==> config.mk <==
export PLATFORM = sky130hd
export DESIGN_NAME = pkt_page_mgr
export DESIGN_NICKNAME = d
export VERILOG_FILES = /design/src/rtl/pkt_page_pkg.sv /design/src/rtl/page_pick.sv /design/src/rtl/page_queue.sv /design/src/rtl/pkt_irq_regs.sv /design/src/rtl/pkt_page_mgr.sv
export SDC_FILE = /design/constraint.sdc
export NUM_CORES = 1
export LEC_CHECK = 0
export ABC_AREA = 1
export BUFFER_PORTS_ARGS = -buffer_cell sky130_fd_sc_hd__clkbuf_2
export CAP_MARGIN = 10
export CORE_UTILIZATION = 54
export CTS_CLUSTER_DIAMETER = 100
export DETAILED_ROUTE_END_ITERATION = 7
export PLACE_DENSITY = 0.81
export SLEW_MARGIN = 20
export SYNTH_ARGS = -nofsm -noshare
export SYNTH_HDL_FRONTEND = slang
export SYNTH_SLANG_ARGS = --single-unit
==> constraint.sdc <==
create_clock -name clk -period 2.3 [get_ports clk]
set_input_delay 0.46 -clock clk [delete_from_list [all_inputs] [get_ports clk]]
set_output_delay 0.46 -clock clk [all_outputs]
set_load 0.05 [all_outputs]
==> src/rtl/pkt_page_pkg.sv <==
package pkt_page_pkg;

  typedef enum logic [2:0] {
    OP_NOP     = 3'd0,
    OP_TXALLOC = 3'd1,
    OP_RESET   = 3'd2,
    OP_RXPOP   = 3'd3,
    OP_RXFREE  = 3'd4,
    OP_RELEASE = 3'd5,
    OP_TXPUSH  = 3'd6,
    OP_TXCLR   = 3'd7
  } mmu_op_e;

  localparam logic [7:0] NO_PAGE  = 8'h80;
  localparam logic [7:0] ACK_MASK = 8'hD6;
  localparam logic [7:0] STAT_RST = 8'h04;

  localparam int IRQ_RX    = 0;
  localparam int IRQ_TX    = 1;
  localparam int IRQ_TXE   = 2;
  localparam int IRQ_ALLOC = 3;

endpackage

==> src/rtl/page_pick.sv <==
// Lowest-index set bit finder.
module page_pick #(
  parameter int N = 4,
  parameter int W = 2
) (
  input  logic [N-1:0] free_vec,
  output logic         found,
  output logic [W-1:0] idx,
  output logic [N-1:0] onehot
);

  always_comb begin
    found = 1'b0;
    idx   = '0;
    for (int i = N - 1; i >= 0; i--) begin
      if (free_vec[i]) begin
        found = 1'b1;
        idx   = W'(i);
      end
    end
  end

  generate
    for (genvar g = 0; g < N; g++) begin : g_oh
      assign onehot[g] = found && (idx == W'(g));
    end
  endgenerate

endmodule

==> src/rtl/page_queue.sv <==
// Shift-down ordered queue of page numbers.
module page_queue #(
  parameter int DEPTH = 4,
  parameter int W     = 2,
  localparam int CW   = $clog2(DEPTH + 1)
) (
  input  logic          clk,
  input  logic          rst_n,
  input  logic          clr,
  input  logic          push,
  input  logic [W-1:0]  din,
  input  logic          pop,
  output logic [W-1:0]  head,
  output logic [CW-1:0] count,
  output logic [CW-1:0] count_nx
);

  logic [W-1:0]  mem_q [DEPTH];
  logic [W-1:0]  mem_d [DEPTH];
  logic [CW-1:0] cnt_q, cnt_d, wr_idx;
  logic          take, put;

  assign take   = pop && (cnt_q != '0);
  assign put    = push && ((cnt_q < CW'(DEPTH)) || take);
  assign wr_idx = cnt_q - CW'(take);

  always_comb begin
    mem_d = mem_q;
    cnt_d = cnt_q;
    if (clr) begin
      cnt_d = '0;
    end else begin
      if (take) begin
        for (int i = 0; i < DEPTH - 1; i++) mem_d[i] = mem_q[i+1];
      end
      if (put) begin
        for (int i = 0; i < DEPTH; i++) begin
          if (CW'(i) == wr_idx) mem_d[i] = din;
        end
      end
      cnt_d = cnt_q - CW'(take) + CW'(put);
    end
  end

  generate
    for (genvar g = 0; g < DEPTH; g++) begin : g_ent
      always_ff @(posedge clk or negedge rst_n) begin
        if (!rst_n) mem_q[g] <= '0;
        else        mem_q[g] <= mem_d[g];
      end
    end
  endgenerate

  always_ff @(posedge clk or negedge rst_n) begin
    if (!rst_n) cnt_q <= '0;
    else        cnt_q <= cnt_d;
  end

  assign head     = mem_q[0];
  assign count    = cnt_q;
  assign count_nx = cnt_d;

  // a queue never holds more entries than its depth
  a_r7_no_overflow: assert property (@(posedge clk) disable iff (!rst_n)
    cnt_q <= CW'(DEPTH));

  // a push into a full queue with no pop is dropped
  a_r7_full_drop: assert property (@(posedge clk) disable iff (!rst_n)
    (cnt_q == CW'(DEPTH) && push && !pop && !clr) |=> cnt_q == CW'(DEPTH));

endmodule

==> src/rtl/pkt_irq_regs.sv <==
// Interrupt status, mask and request.
module pkt_irq_regs
  import pkt_page_pkg::*;
(
  input  logic       clk,
  input  logic       rst_n,
  input  logic       ack_valid,
  input  logic [7:0] ack_byte,
  input  logic       mask_valid,
  input  logic [7:0] mask_byte,
  input  logic       alloc_clr,
  input  logic       alloc_set,
  input  logic       rx_set,
  input  logic       rx_clr,
  input  logic       txe_set,
  input  logic       tx_set,
  output logic [7:0] status,
  output logic [7:0] mask,
  output logic       irq
);

  logic [7:0] stat_q, stat_d, mask_q;

  always_comb begin
    stat_d = stat_q;
    if (ack_valid) stat_d = stat_d & ~(ack_byte & ACK_MASK);
    if (alloc_clr) stat_d[IRQ_ALLOC] = 1'b0;
    if (alloc_set) stat_d[IRQ_ALLOC] = 1'b1;
    if (rx_clr)    stat_d[IRQ_RX]    = 1'b0;
    if (rx_set)    stat_d[IRQ_RX]    = 1'b1;
    if (txe_set)   stat_d[IRQ_TXE]   = 1'b1;
    if (tx_set)    stat_d[IRQ_TX]    = 1'b1;
  end

  always_ff @(posedge clk or negedge rst_n) begin
    if (!rst_n) stat_q <= STAT_RST;
    else        stat_q <= stat_d;
  end

  always_ff @(posedge clk or negedge rst_n) begin
    if (!rst_n)          mask_q <= '0;
    else if (mask_valid) mask_q <= mask_byte;
  end

  assign status = stat_q;
  assign mask   = mask_q;
  assign irq    = |(stat_q & mask_q);

  // an acknowledge never clears the receive bit
  a_r9_ack_keeps_rx: assert property (@(posedge clk) disable iff (!rst_n)
    (ack_valid && stat_q[IRQ_RX] && !rx_clr) |=> stat_q[IRQ_RX]);

  // a mask write lands on the next cycle
  a_r11_mask_load: assert property (@(posedge clk) disable iff (!rst_n)
    mask_valid |=> mask_q == $past(mask_byte));

endmodule

==> src/rtl/pkt_page_mgr.sv <==
// Packet page allocation unit: bitmap, three queues, host commands.
module pkt_page_mgr
  import pkt_page_pkg::*;
#(
  parameter int  NPAGES = 4,
  localparam int PW     = (NPAGES > 1) ? $clog2(NPAGES) : 1,
  localparam int CW     = $clog2(NPAGES + 1)
) (
  input  logic          clk,
  input  logic          rst_n,
  input  logic          cmd_valid,
  input  logic [2:0]    cmd_code,
  input  logic [PW-1:0] pnum,
  input  logic          auto_release,
  input  logic          ack_valid,
  input  logic [7:0]    ack_byte,
  input  logic          mask_valid,
  input  logic [7:0]    mask_byte,
  input  logic          rx_req,
  output logic          rx_ok,
  output logic [PW-1:0] rx_page,
  input  logic          txd_valid,
  output logic [7:0]    tx_head,
  output logic [7:0]    done_head,
  output logic [7:0]    rx_head,
  output logic [7:0]    alloc_result,
  output logic [CW-1:0] used_pages,
  output logic [7:0]    irq_status,
  output logic [7:0]    irq_mask,
  output logic          irq
);

  // reset: asserted asynchronously, released on the clock
  logic [1:0] rst_pipe;
  logic       rst_sn;

  always_ff @(posedge clk or negedge rst_n) begin
    if (!rst_n) rst_pipe <= '0;
    else        rst_pipe <= {rst_pipe[0], 1'b1};
  end
  assign rst_sn = rst_pipe[1];

  // command decode
  mmu_op_e op;
  logic do_alloc, do_reset, do_rxpop, do_rxfree, do_release, do_txpush, do_txclr;

  assign op         = mmu_op_e'(cmd_code);
  assign do_alloc   = cmd_valid && (op == OP_TXALLOC);
  assign do_reset   = cmd_valid && (op == OP_RESET);
  assign do_rxpop   = cmd_valid && (op == OP_RXPOP);
  assign do_rxfree  = cmd_valid && (op == OP_RXFREE);
  assign do_release = cmd_valid && (op == OP_RELEASE);
  assign do_txpush  = cmd_valid && (op == OP_TXPUSH);
  assign do_txclr   = cmd_valid && (op == OP_TXCLR);

  // state
  logic [NPAGES-1:0] bitmap_q, bitmap_d;
  logic [7:0]        alloc_q, alloc_d;
  logic              alloc_en;

  // queues
  logic [PW-1:0] txq_head, doneq_head, rxq_head;
  logic [CW-1:0] txq_cnt, txq_cnt_nx, doneq_cnt, doneq_cnt_nx, rxq_cnt, rxq_cnt_nx;
  logic          txq_clr, tx_fire, done_push, done_pop, rx_pop_any;

  assign txq_clr    = do_reset || do_txclr;
  assign tx_fire    = txd_valid && !txq_clr && (txq_cnt != '0);
  assign done_push  = tx_fire && !auto_release;
  assign done_pop   = ack_valid && ack_byte[IRQ_TX];
  assign rx_pop_any = do_rxpop || do_rxfree;

  // page picking
  logic [NPAGES-1:0] rel_vec, avail, tx_avail, rx_oh, tx_oh, rx_pick_oh, tx_pick_oh;
  logic              rx_found, tx_found, tx_try, tx_ok, alloc_pending;
  logic [PW-1:0]     rx_idx, tx_idx;

  always_comb begin
    rel_vec = '0;
    if (do_rxfree && (rxq_cnt != '0)) rel_vec = rel_vec | (NPAGES'(1) << rxq_head);
    if (do_release)                   rel_vec = rel_vec | (NPAGES'(1) << pnum);
    if (tx_fire && auto_release)      rel_vec = rel_vec | (NPAGES'(1) << txq_head);
  end

  assign avail = ~bitmap_q | rel_vec;

  page_pick #(.N(NPAGES), .W(PW)) u_rx_pick (
    .free_vec (avail),
    .found    (rx_found),
    .idx      (rx_idx),
    .onehot   (rx_pick_oh)
  );

  assign rx_ok    = rx_req && !do_reset && rx_found && (rxq_cnt < CW'(NPAGES));
  assign rx_page  = rx_idx;
  assign rx_oh    = rx_ok ? rx_pick_oh : '0;
  assign tx_avail = avail & ~rx_oh;

  page_pick #(.N(NPAGES), .W(PW)) u_tx_pick (
    .free_vec (tx_avail),
    .found    (tx_found),
    .idx      (tx_idx),
    .onehot   (tx_pick_oh)
  );

  assign alloc_pending = (alloc_q == NO_PAGE);
  assign tx_try        = !do_reset && (do_alloc || (alloc_pending && (rel_vec != '0)));
  assign tx_ok         = tx_try && tx_found;
  assign tx_oh         = tx_ok ? tx_pick_oh : '0;

  // next state
  always_comb begin
    if (do_reset) bitmap_d = '0;
    else          bitmap_d = (bitmap_q & ~rel_vec) | rx_oh | tx_oh;
  end

  assign alloc_en = do_reset || tx_ok || do_alloc;

  always_comb begin
    if (do_reset)   alloc_d = 8'h00;
    else if (tx_ok) alloc_d = {{(8-PW){1'b0}}, tx_idx};
    else            alloc_d = NO_PAGE;
  end

  always_ff @(posedge clk or negedge rst_sn) begin
    if (!rst_sn) bitmap_q <= '0;
    else         bitmap_q <= bitmap_d;
  end

  always_ff @(posedge clk or negedge rst_sn) begin
    if (!rst_sn)       alloc_q <= 8'h00;
    else if (alloc_en) alloc_q <= alloc_d;
  end

  page_queue #(.DEPTH(NPAGES), .W(PW)) u_txq (
    .clk      (clk),
    .rst_n    (rst_sn),
    .clr      (txq_clr),
    .push     (do_txpush),
    .din      (pnum),
    .pop      (tx_fire),
    .head     (txq_head),
    .count    (txq_cnt),
    .count_nx (txq_cnt_nx)
  );

  page_queue #(.DEPTH(NPAGES), .W(PW)) u_doneq (
    .clk      (clk),
    .rst_n    (rst_sn),
    .clr      (txq_clr),
    .push     (done_push),
    .din      (txq_head),
    .pop      (done_pop),
    .head     (doneq_head),
    .count    (doneq_cnt),
    .count_nx (doneq_cnt_nx)
  );

  page_queue #(.DEPTH(NPAGES), .W(PW)) u_rxq (
    .clk      (clk),
    .rst_n    (rst_sn),
    .clr      (do_reset),
    .push     (rx_ok),
    .din      (rx_idx),
    .pop      (rx_pop_any),
    .head     (rxq_head),
    .count    (rxq_cnt),
    .count_nx (rxq_cnt_nx)
  );

  pkt_irq_regs u_irq (
    .clk        (clk),
    .rst_n      (rst_sn),
    .ack_valid  (ack_valid),
    .ack_byte   (ack_byte),
    .mask_valid (mask_valid),
    .mask_byte  (mask_byte),
    .alloc_clr  (do_alloc),
    .alloc_set  (tx_ok),
    .rx_set     (rx_ok || (rx_pop_any && (rxq_cnt_nx != '0))),
    .rx_clr     (rx_pop_any && (rxq_cnt_nx == '0)),
    .txe_set    (txq_cnt_nx == '0),
    .tx_set     (doneq_cnt_nx != '0),
    .status     (irq_status),
    .mask       (irq_mask),
    .irq        (irq)
  );

  // outputs
  assign tx_head      = (txq_cnt   == '0) ? NO_PAGE : {{(8-PW){1'b0}}, txq_head};
  assign done_head    = (doneq_cnt == '0) ? NO_PAGE : {{(8-PW){1'b0}}, doneq_head};
  assign rx_head      = (rxq_cnt   == '0) ? NO_PAGE : {{(8-PW){1'b0}}, rxq_head};
  assign alloc_result = alloc_q;
  assign used_pages   = CW'($countones(bitmap_q));

  // with every page used and nothing freed, an allocation fails
  a_r2_full_fails: assert property (@(posedge clk) disable iff (!rst_sn)
    (do_alloc && (&bitmap_q) && (rel_vec == '0)) |=> alloc_q == NO_PAGE);

  // a release of a used page while pending satisfies the allocation
  a_r3_retry: assert property (@(posedge clk) disable iff (!rst_sn)
    (alloc_pending && do_release && bitmap_q[pnum] && !rx_req) |=> alloc_q != NO_PAGE);

  // the receive side picks below the transmit side in a shared cycle
  a_r4_rx_first: assert property (@(posedge clk) disable iff (!rst_sn)
    (rx_ok && tx_ok) |-> (rx_idx < tx_idx));

  // unit reset empties the bitmap and the receive queue
  a_r12_unit_reset: assert property (@(posedge clk) disable iff (!rst_sn)
    do_reset |=> (bitmap_q == '0 && rxq_cnt == '0));

  // empty transmit queue implies the empty bit
  a_r10_tx_empty: assert property (@(posedge clk) disable iff (!rst_sn)
    (txq_cnt == '0) |-> irq_status[IRQ_TXE]);

  // pending completions imply the transmit bit
  a_r10_tx_done: assert property (@(posedge clk) disable iff (!rst_sn)
    (doneq_cnt != '0) |-> irq_status[IRQ_TX]);

endmodule

==> out/metrics.cfg, run 1 <==
[cells_and_area]
layout.nets=601
final_cells=639
drive_above_1_share_pct=41.6
area_growth_pct=39.2
antenna_cells=0

[logic_synthesis]
avgSynthCellArea_um2=8.44
synth_cell_types=46
synthTopCellsByCount=nand2_1, inv_1, dfrtp_1
synth-seq-cells=57
synth_top_cell_by_area=dfrtp_1
ys.flop_type=dfrtp_1
yosysSeqAreaShare_pct=39.9
yosysMostFrequentCell=nand2_1
yosysWarnings=0
syn-instance-count=424
yosysTopAreaCellShare_pct=39.2
synthArstFlopShare_pct=100
synth_area_um2=3580
synth_edf_count=0
synth.area.top_cells=dfrtp_1, nand2_1, inv_1

[die]
die_w_um=83.4
chipHeight_um=83.4
dieArea_um2=6960
fp-row-count=29
start_util_pct=56.0
io_pins=84
core_area_um2=6390

[global_route]
gr-usage-met3_pct=6.36
grt_usage_pct=26.4
grt_start_max_net_pins=26
grt.met2_usage_pct=44.3
busiest_layer=met2
grt_pass1_wl_um=14700
antenna_found_initial=0
globalRouteOverflowTotal=0
grtUsageMet1_pct=33.1
first_global_vias=3285

[routing]
detail-route-antenna-nets=0
viasPerCell=5.41
drt_pass1_iterations=5
dr.first_iter.drc_count=248
wl_um=9400
drc=0
wl_per_cell_um=14.7
vias=3455

[power_and_ir_drop]
comb_power_share_pct=64.6
internal-power_mw=3.90
power_density_nw_per_um2=1520
peakVddDrop_mv=1.35
p_clk_share_pct=12.9
cellLeakagePower_nw=2.57
p_switching_mw=3.66
swShare_pct=48.4
pwr-share-seq_pct=22.5

[clock_tree]
cts.clk_slew.worst_paths_ns=0.06
clock_latency_ns=0.35
numClockSinks=57
htree_num_levels=3
cts_tree=done
cts_made_buffers=9
root_buffer=clkbuf_8
ctsLongestPathBuffers=2

[timing]
period_share_pct=106
rsz0062_at_grt=true
slew_headroom_pct=65.9
hold_viol_final=0
worst_slew_pin_slew_ns=0.508
post-route-min-period_ns=2.44
layout_setup_ws_ns=-0.145
max_freq_mhz=409
maxSlewViolCount=0
tns_ns=-0.555
hold_ws_ns=0.0908
setup_viol=5
fin_skew_ns=0.0101

[critical_path]
crit_type=reg2out
cp-start-kind=flop
cp.required_ns=1.84
cp_max_fo=5
cpPeakStageDelay_ns=0.38
critPathTopFamily=simple AND/OR/NAND/NOR gates
timing.critical_path.buf_inv=5
crit_chain=inv_2 > nand3_4 > nand2_2 > nor2_1 > nor2_2 > nand3_4 > nor2_4 > inv_2 > o21ai_4 > buf_6 > inv_2 > buf_8
cp_common_cell=inv_2
crit_slowest_cell=dfrtp_1
critPathCaptureType=output port
cp_data_arrival_time_ns=1.98

[hold_path]
hold_path.class=reg2async

[placement]
dp_hpwl_um=6530
portBuffers=59
place_inst=613
routabilityCongestion=0.828

[flow_run]
maxCapViolations=0

[run_status]
outcome=finished with violations
violations=negative setup slack

-- metrics by stage --
step	setup WS [ns]	util (%)	power [mW]	instance area (um^2)
global route	-0.241	78.0	7.98	4980
floorplan	-0.115	-	4.51	3800
global placement	-0.383	70.0	5.62	4470
detailed placement	-0.476	70.0	5.75	4470
finish	-0.145	78.0	7.56	4980
CTS	-0.104	75.9	7.21	4850
-- power groups by stage --
| stage | clock, mW | combinational (mW) | sequential, mW |
|---|---|---|---|
| finish | 0.976 | 4.88 | 1.70 |
| global route | 1.03 | 5.22 | 1.73 |
| CTS | 0.984 | 4.55 | 1.68 |
| detailed placement | 0 | 4.07 | 1.69 |
| global placement | 0 | 3.95 | 1.67 |
| floorplan | 0 | 2.65 | 1.86 |
-- repair_timing --
item | CTS | global route
hold endpoints to repair | 2 | 0
gates resized for setup | 33 | 35
gates cloned | 0 | 0
pin swaps | 16 | 17
hold buffers | 1 | 0
buffers inserted | 5 | 4
endpoints found under the setup margin | 14 | 23
-- cell type report --
| type | instances | area [um^2] |
|---|---|---|
| Clock buffer | 12 | 155 |
| Clock inverter | 4 | 51.3 |
| Fill cell | 401 | 1400 |
| Inverter | 72 | 292 |
| Multi-Input combinational cell | 291 | 2060 |
| Sequential cell | 57 | 1430 |
| Tap cell | 77 | 96.3 |
| Timing Repair Buffer | 126 | 898 |
-- cells by family after synthesis --
family / share of synthesized area [%]
adder cells (fa/ha/maj): 5.45
AO/OA/AOI/OAI: 14.3
multiplexers: 2.20
other: 0.210
AND/OR/NAND/NOR: 24.7
XOR/XNOR: 0.734
buffers and inverters: 12.6
flip-flops: 39.9
-- worst paths after layout --
| path | endpoint | from | slack [ns] | cells past startpoint |
|---|---|---|---|---|
| setup / recovery | rx_ok | u_rxq.count[0] | -0.14 | 12 |
| hold / removal | u_irq.mask[4] | rst_pipe[1] | 0.09 | 0 |
| setup reg to reg | u_irq.status[0] | u_rxq.count[0] | -0.12 | 17 |
| hold reg to reg | u_irq.mask[4] | rst_pipe[1] | 0.09 | 0 |
| max in group asynchronous | u_doneq.count[2] | rst_pipe[1] | 1.64 | 1 |
| min in group clk | u_irq.status[6] | ack_byte[6] | 0.29 | 2 |
-- flip-flops by register name (all words and copies together) (netlist names) --
register       count
u_rxq.mem_q        6
u_rxq.head         2
rst_pipe           2
u_txq.count        3
u_irq.mask         8
bitmap_q           4
u_txq.mem_q        6
u_txq.head         2
alloc_result       3
u_doneq.count      3
u_irq.status       7
u_doneq.mem_q      6
u_doneq.head       2
u_rxq.count        3
-- per-layer routing --
metal	vias to the layer above	routed length [um]	part of all wire (%)
met3	26	509	5.4
met5	-	0	0
met2	134	4740	50
li1	1623	-	-
met4	0	213	2.3
met1	1672	3940	42
-- layout by cell type, fill, tap and decap left out, drive strengths merged, types with 7 or more instances in the layout --
cell / instances
buf: 71
o21ai: 24
dfrtp: 56
a31oi: 7
nand2: 79
nor2: 44
nand3: 20
a21oi: 14
nor3: 7
o211ai: 11
o21a: 9
clkbuf: 66
ha: 14
mux2: 7
inv: 72
nand4: 17
conb: 22
(Power assumes the default switching activity.)
==> run 2: changes to the inputs <==
--- a/config.mk
+++ b/config.mk
@@ -11,8 +11,7 @@
 export CORE_UTILIZATION = 54
 export CTS_CLUSTER_DIAMETER = 100
 export DETAILED_ROUTE_END_ITERATION = 7
-export PLACE_DENSITY = 0.81
-export SLEW_MARGIN = 20
+export PLACE_DENSITY = 0.8
 export SYNTH_ARGS = -nofsm -noshare
 export SYNTH_HDL_FRONTEND = slang
 export SYNTH_SLANG_ARGS = --single-unit
==> out/metrics.cfg, run 2 (synthesized netlist as in run 1, its figures left out) <==
[run_status]
outcome=finished with violations
violations=negative setup slack

[critical_path]
cp.required_ns=1.84
cp_num_cells=12
timing.critical_path.buf_inv=5
r2r-start=u_rxq.count[2]
r2r_setup_slack_ns=-0.23
cp-start-kind=flop
setup.worst_path.start=u_rxq.count[2]
critPathTopFamily=simple AND/OR/NAND/NOR gates
cp_max_fo=5
critPathCaptureType=output port
rr_endpoint=u_irq.status[0]
crit_path_end=rx_ok
crit_type=reg2out
cp_data_arrival_time_ns=2.11
cpPeakStageDelay_ns=0.40
crit_slowest_cell=dfrtp_1
crit_chain=inv_2 > nand3_4 > nand2_1 > nor2_1 > nor2_2 > nand3_4 > nor2_4 > inv_2 > o21ai_4 > buf_6 > inv_4 > clkbuf_16
reg2reg_depth=17

[routing]
highest_layer=met4
dr.first_iter.drc_count=464
wl_met1_um=4470
wl_met2_um=6010
met3_length_um=894
wl_um=12000
drt_pass1_iterations=6
detail-route-antenna-nets=0
viasPerCell=5.76
drc=0
vias=3778
wl_per_cell_um=18.2

[cells_and_area]
area_growth_pct=47.6
largest_reg_flops=8
fin_util_pct=82.7
layout_commonest_cell=buf_4
final_cell_mix=buf_4, nand2_1, dfrtp_1
drive_above_1_share_pct=45.6
nFillCells=326
layout.nets=619
antenna_cells=0

[clock_tree]
numClockSinks=57
cts_made_buffers=9
htree_num_levels=3
root_buffer=clkbuf_8
cts_tree=done
cts.clk_slew.worst_paths_ns=0.06
ctsLongestPathBuffers=2
clock_latency_ns=0.35

[die]
core_area_um2=6390
io_pins=84
chipHeight_um=83.4
dieArea_um2=6960
start_util_pct=56.0
fp-row-count=29
die_w_um=83.4

[power_and_ir_drop]
total_power_mw=8.19
peakVddDrop_mv=1.62
cellLeakagePower_nw=2.68
power_density_nw_per_um2=1550

[timing]
fin_skew_ns=0.0106
maxSlewViolCount=0
layout_setup_ws_ns=-0.273
worst_slew_pin_slew_ns=0.849
setup_viol=19
rsz0062_at_grt=true
max_freq_mhz=389
period_share_pct=112
slew_headroom_pct=43.4
post-route-min-period_ns=2.57
hold_viol_final=0

[global_route]
grt_pass1_wl_um=15900
globalRouteOverflowTotal=0
antenna_found_initial=0
first_global_vias=3465
grt_usage_pct=29.0
grt_start_max_net_pins=38

[placement]
dp_slack_ns=-0.438
routabilityCongestion=0.885
portBuffers=59
dp_hpwl_um=6450

[flow_run]
maxCapViolations=0

[hold_path]
hold_path.class=in2reg

run 2: changes by cell type in the layout (fill, tap and decap cells not counted), moves of 3 or more:
| cell | delta |
|---|---|
| inv_1 | -3 |
| o21ai_1 | +3 |
| nor3_1 | -3 |
| inv_4 | +4 |
| nor2_4 | +3 |
| buf_4 | +9 |
| ha_1 | -3 |
| clkbuf_8 | -3 |
| buf_6 | +9 |
run 2: how the worst min path moves through the flow:
stage | startpoint | endpoint | slack (ns) | cells after the start
3_3_place_gp | rst_n | rst_pipe[0] | 0.25 | 1
5_1_grt | ack_byte[4] | u_irq.status[4] | 0.30 | 2
4_1_cts | ack_byte[6] | u_irq.status[6] | 0.28 | 2
2_1_floorplan | rst_n | rst_pipe[0] | 0.16 | 0
6_report | ack_byte[7] | u_irq.status[7] | 0.31 | 2
3_5_place_dp | rst_n | rst_pipe[0] | 0.25 | 1
run 2: through the flow:
step           std cells  TNS, ns  hold WS, ns  area, um^2
3_3_place_gp         619    -5.76        0.246        4520
5_1_grt              656    -4.86        0.301        5280
4_1_cts              647   -0.456        0.279        4940
2_1_floorplan        444   -0.116        0.164        3800
6_report             656    -1.90        0.311        5280
3_5_place_dp         619    -7.32        0.248        4520
run 2: worst register-to-register path: stages (launching register included):
cell      delay (ns)
dfrtp_1         0.40
inv_2           0.08
nand3_4         0.11
nand2_1         0.12
nor2_1          0.07
nor2_2          0.18
nand3_4         0.12
nor2_4          0.14
inv_2           0.07
o21ai_4         0.16
buf_6           0.13
inv_4           0.04
ha_4            0.15
ha_4            0.23
inv_2           0.07
nor2_4          0.04
o31ai_2         0.21
o211ai_1        0.11
run 2: layout make-up:
type                       instances  area (um^2)  area share, %
multi-input combinational        291         2190           41.5
sequential                        57         1430           27.1
timing repair buffer             144         1080           20.4
inverter                          72          309           5.85
clock buffer                      11          131           2.49
tap                               77         96.3           1.82
clock inverter                     4         45.0          0.853
run 2: repair_timing:
| action | in CTS | in global routing |
|---|---|---|
| setup endpoints to repair | 14 | 26 |
| pin swaps | 18 | 31 |
| endpoints found under the hold margin | 2 | 0 |
| setup buffers | 12 | 10 |
| hold buffers | 1 | 0 |
| gates resized for setup | 38 | 73 |
run 2: layer usage:
metal / vias up / global-route usage (%)
met5: - / 0
met2: 244 / 49.0
li1: 1658 / -
met4: 0 / 14.6
met1: 1800 / 34.3
met3: 76 / 7.26
run 2: where the power goes:
group,leakage [nW],switching [mW],internal (mW)
registers,0.682,0.332,1.39
clock network,0.0929,0.415,0.489
logic,1.90,3.30,2.26
total,2.68,4.04,4.15
==> run 3: changes to the inputs <==
--- a/config.mk
+++ b/config.mk
@@ -11,7 +11,9 @@
 export CORE_UTILIZATION = 54
 export CTS_CLUSTER_DIAMETER = 100
 export DETAILED_ROUTE_END_ITERATION = 7
+export HOLD_SLACK_MARGIN = 0.12
 export PLACE_DENSITY = 0.8
+export REMOVE_ABC_BUFFERS = 1
 export SYNTH_ARGS = -nofsm -noshare
 export SYNTH_HDL_FRONTEND = slang
 export SYNTH_SLANG_ARGS = --single-unit
==> out/metrics.cfg, run 3 (synthesized netlist as in run 1, its figures left out) <==
[routing]
wl_per_cell_um=19.1
vias=3942
drc=0
dr.first_iter.drc_count=313
viasPerCell=5.95
drt_pass1_iterations=7
wl_um=12700
detail-route-antenna-nets=0

[cells_and_area]
final_area_um2=5250
drive_above_1_share_pct=48.0
area_growth_pct=46.8
final_cells=662
antenna_cells=0
final_cell_mix=buf_4, nand2_1, dfrtp_1
layout.nets=624
layout_commonest_cell=buf_4
largest_reg_flops=8

[die]
io_pins=84
die_w_um=83.4
fp-row-count=29
dieArea_um2=6960
start_util_pct=56.0
chipHeight_um=83.4
core_area_um2=6390

[timing]
max_freq_mhz=382
rsz0062_at_grt=true
hold_viol_final=0
setup_viol=27
post-route-min-period_ns=2.62
period_share_pct=114
maxSlewViolCount=0
fin_skew_ns=0.00825
layout_setup_ws_ns=-0.317

[critical_path]
cp.required_ns=1.84
cpPeakStageDelay_ns=0.44
crit_slowest_cell=dfrtp_1
crit_type=reg2out
crit_chain=nor2_4 > a21oi_4 > buf_4 > nand4_2 > nand3_2 > nor2_4 > inv_2 > o21ai_4 > buf_6 > inv_2 > buf_8
critPathCaptureType=output port
cp_max_fo=5
cp-start-kind=flop
timing.critical_path.buf_inv=5
cp_data_arrival_time_ns=2.16
critPathTopFamily=simple AND/OR/NAND/NOR gates

[hold_path]
hold_path.class=reg2async

[power_and_ir_drop]
internal-power_mw=4.11
p_clk_share_pct=10.4
pwr-share-seq_pct=20.9
total_power_mw=8.38
peakVddDrop_mv=1.36
swShare_pct=50.9
p_switching_mw=4.27
power_density_nw_per_um2=1600
cellLeakagePower_nw=2.68
comb_power_share_pct=68.7

[clock_tree]
htree_num_levels=3
cts.clk_slew.worst_paths_ns=0.08
clock_latency_ns=0.36
root_buffer=clkbuf_8
cts_tree=done
numClockSinks=57
ctsLongestPathBuffers=2
cts_made_buffers=9

[placement]
dp_hpwl_um=6640
routabilityCongestion=0.873
dpl_cell_area_um2=4360
portBuffers=59
place_inst=618

[global_route]
grt_start_max_net_pins=25
antenna_found_initial=0
grt_pass1_wl_um=15900
first_global_vias=3603
grt_usage_pct=28.9
globalRouteOverflowTotal=0

[flow_run]
maxCapViolations=0

[run_status]
outcome=finished with violations
violations=negative setup slack

run 3: cell count changes in the layout (fill, tap and decap cells not counted), moves of 3 or more:
cell / before / now
clkbuf_2: 49 / 52
inv_4: 6 / 3
a21oi_1: 8 / 5
nand2_2: 6 / 11
o21ai_2: 1 / 5
clkinvlp_4: 0 / 3
a21oi_2: 3 / 6
inv_2: 16 / 21
buf_4: 73 / 77
run 3: final timing paths:
path / from / endpoint / slack, ns / cells past startpoint
max in group asynchronous: rst_pipe[1] / u_txq.head[0] / 1.47 / 1
min in group clk: ack_byte[7] / u_irq.status[7] / 0.28 / 2
hold / removal: rst_pipe[1] / u_irq.mask[2] / 0.17 / 0
setup / recovery: u_txq.count[0] / rx_ok / -0.32 / 11
hold reg to reg: rst_pipe[1] / u_irq.mask[2] / 0.17 / 0
setup reg to reg: u_txq.count[0] / u_irq.status[0] / -0.30 / 15
run 3: power by group through the flow:
stage          sequential, mW  combinational [mW]  clock [mW]
2_1_floorplan            1.84                2.51           0
3_3_place_gp             1.66                3.91           0
3_5_place_dp             1.67                4.04           0
4_1_cts                  1.66                4.61       0.861
5_1_grt                  1.78                6.07       0.906
6_report                 1.75                5.75       0.872
run 3: metal layers:
metal	GRT usage [%]	up-vias	share of wire, %
met3	6.06	102	8.9
met4	14.4	0	6.4
met5	0	-	0
met1	32.6	1864	36
met2	51.3	303	48
li1	-	1673	-
run 3: worst register-to-register path, delay by kind of cell (launching register included):
family | cells | cell delay (ns)
compound gates | 4 | 0.71
simple gates | 5 | 0.59
flops | 1 | 0.44
fa+ha+maj | 2 | 0.39
buf+inv | 4 | 0.32
run 3: repair_timing:
action                     in CTS  in global routing
hold buffers                    1                  0
pin swaps                      17                 36
resized for setup              30                102
setup endpoints to repair      17                 32
hold endpoints to repair        2                  0
buffers inserted               11                 17
run 3: layout make-up:
| class | count | area, um^2 |
|---|---|---|
| fillers | 330 | 1130 |
| multi-input cells | 291 | 2150 |
| repair buffers | 149 | 1110 |
| clock buffers | 9 | 124 |
| flip-flops and latches | 57 | 1430 |
| well taps | 77 | 96.3 |
| clock inverters | 7 | 53.8 |
| inverters | 72 | 285 |
run 3: stage by stage:
stage                     setup WS [ns]  hold slack [ns]  util, %  setup TNS, ns
after detailed placement         -0.426            0.179     68.3          -6.15
after global routing             -0.420            0.200     82.3          -6.88
after CTS                        -0.187            0.173     74.7         -0.594
after floorplan                   -1.01            0.164        -         -12.39
after global placement           -0.311            0.174     68.3          -3.90
final                            -0.317            0.172     82.3          -3.60
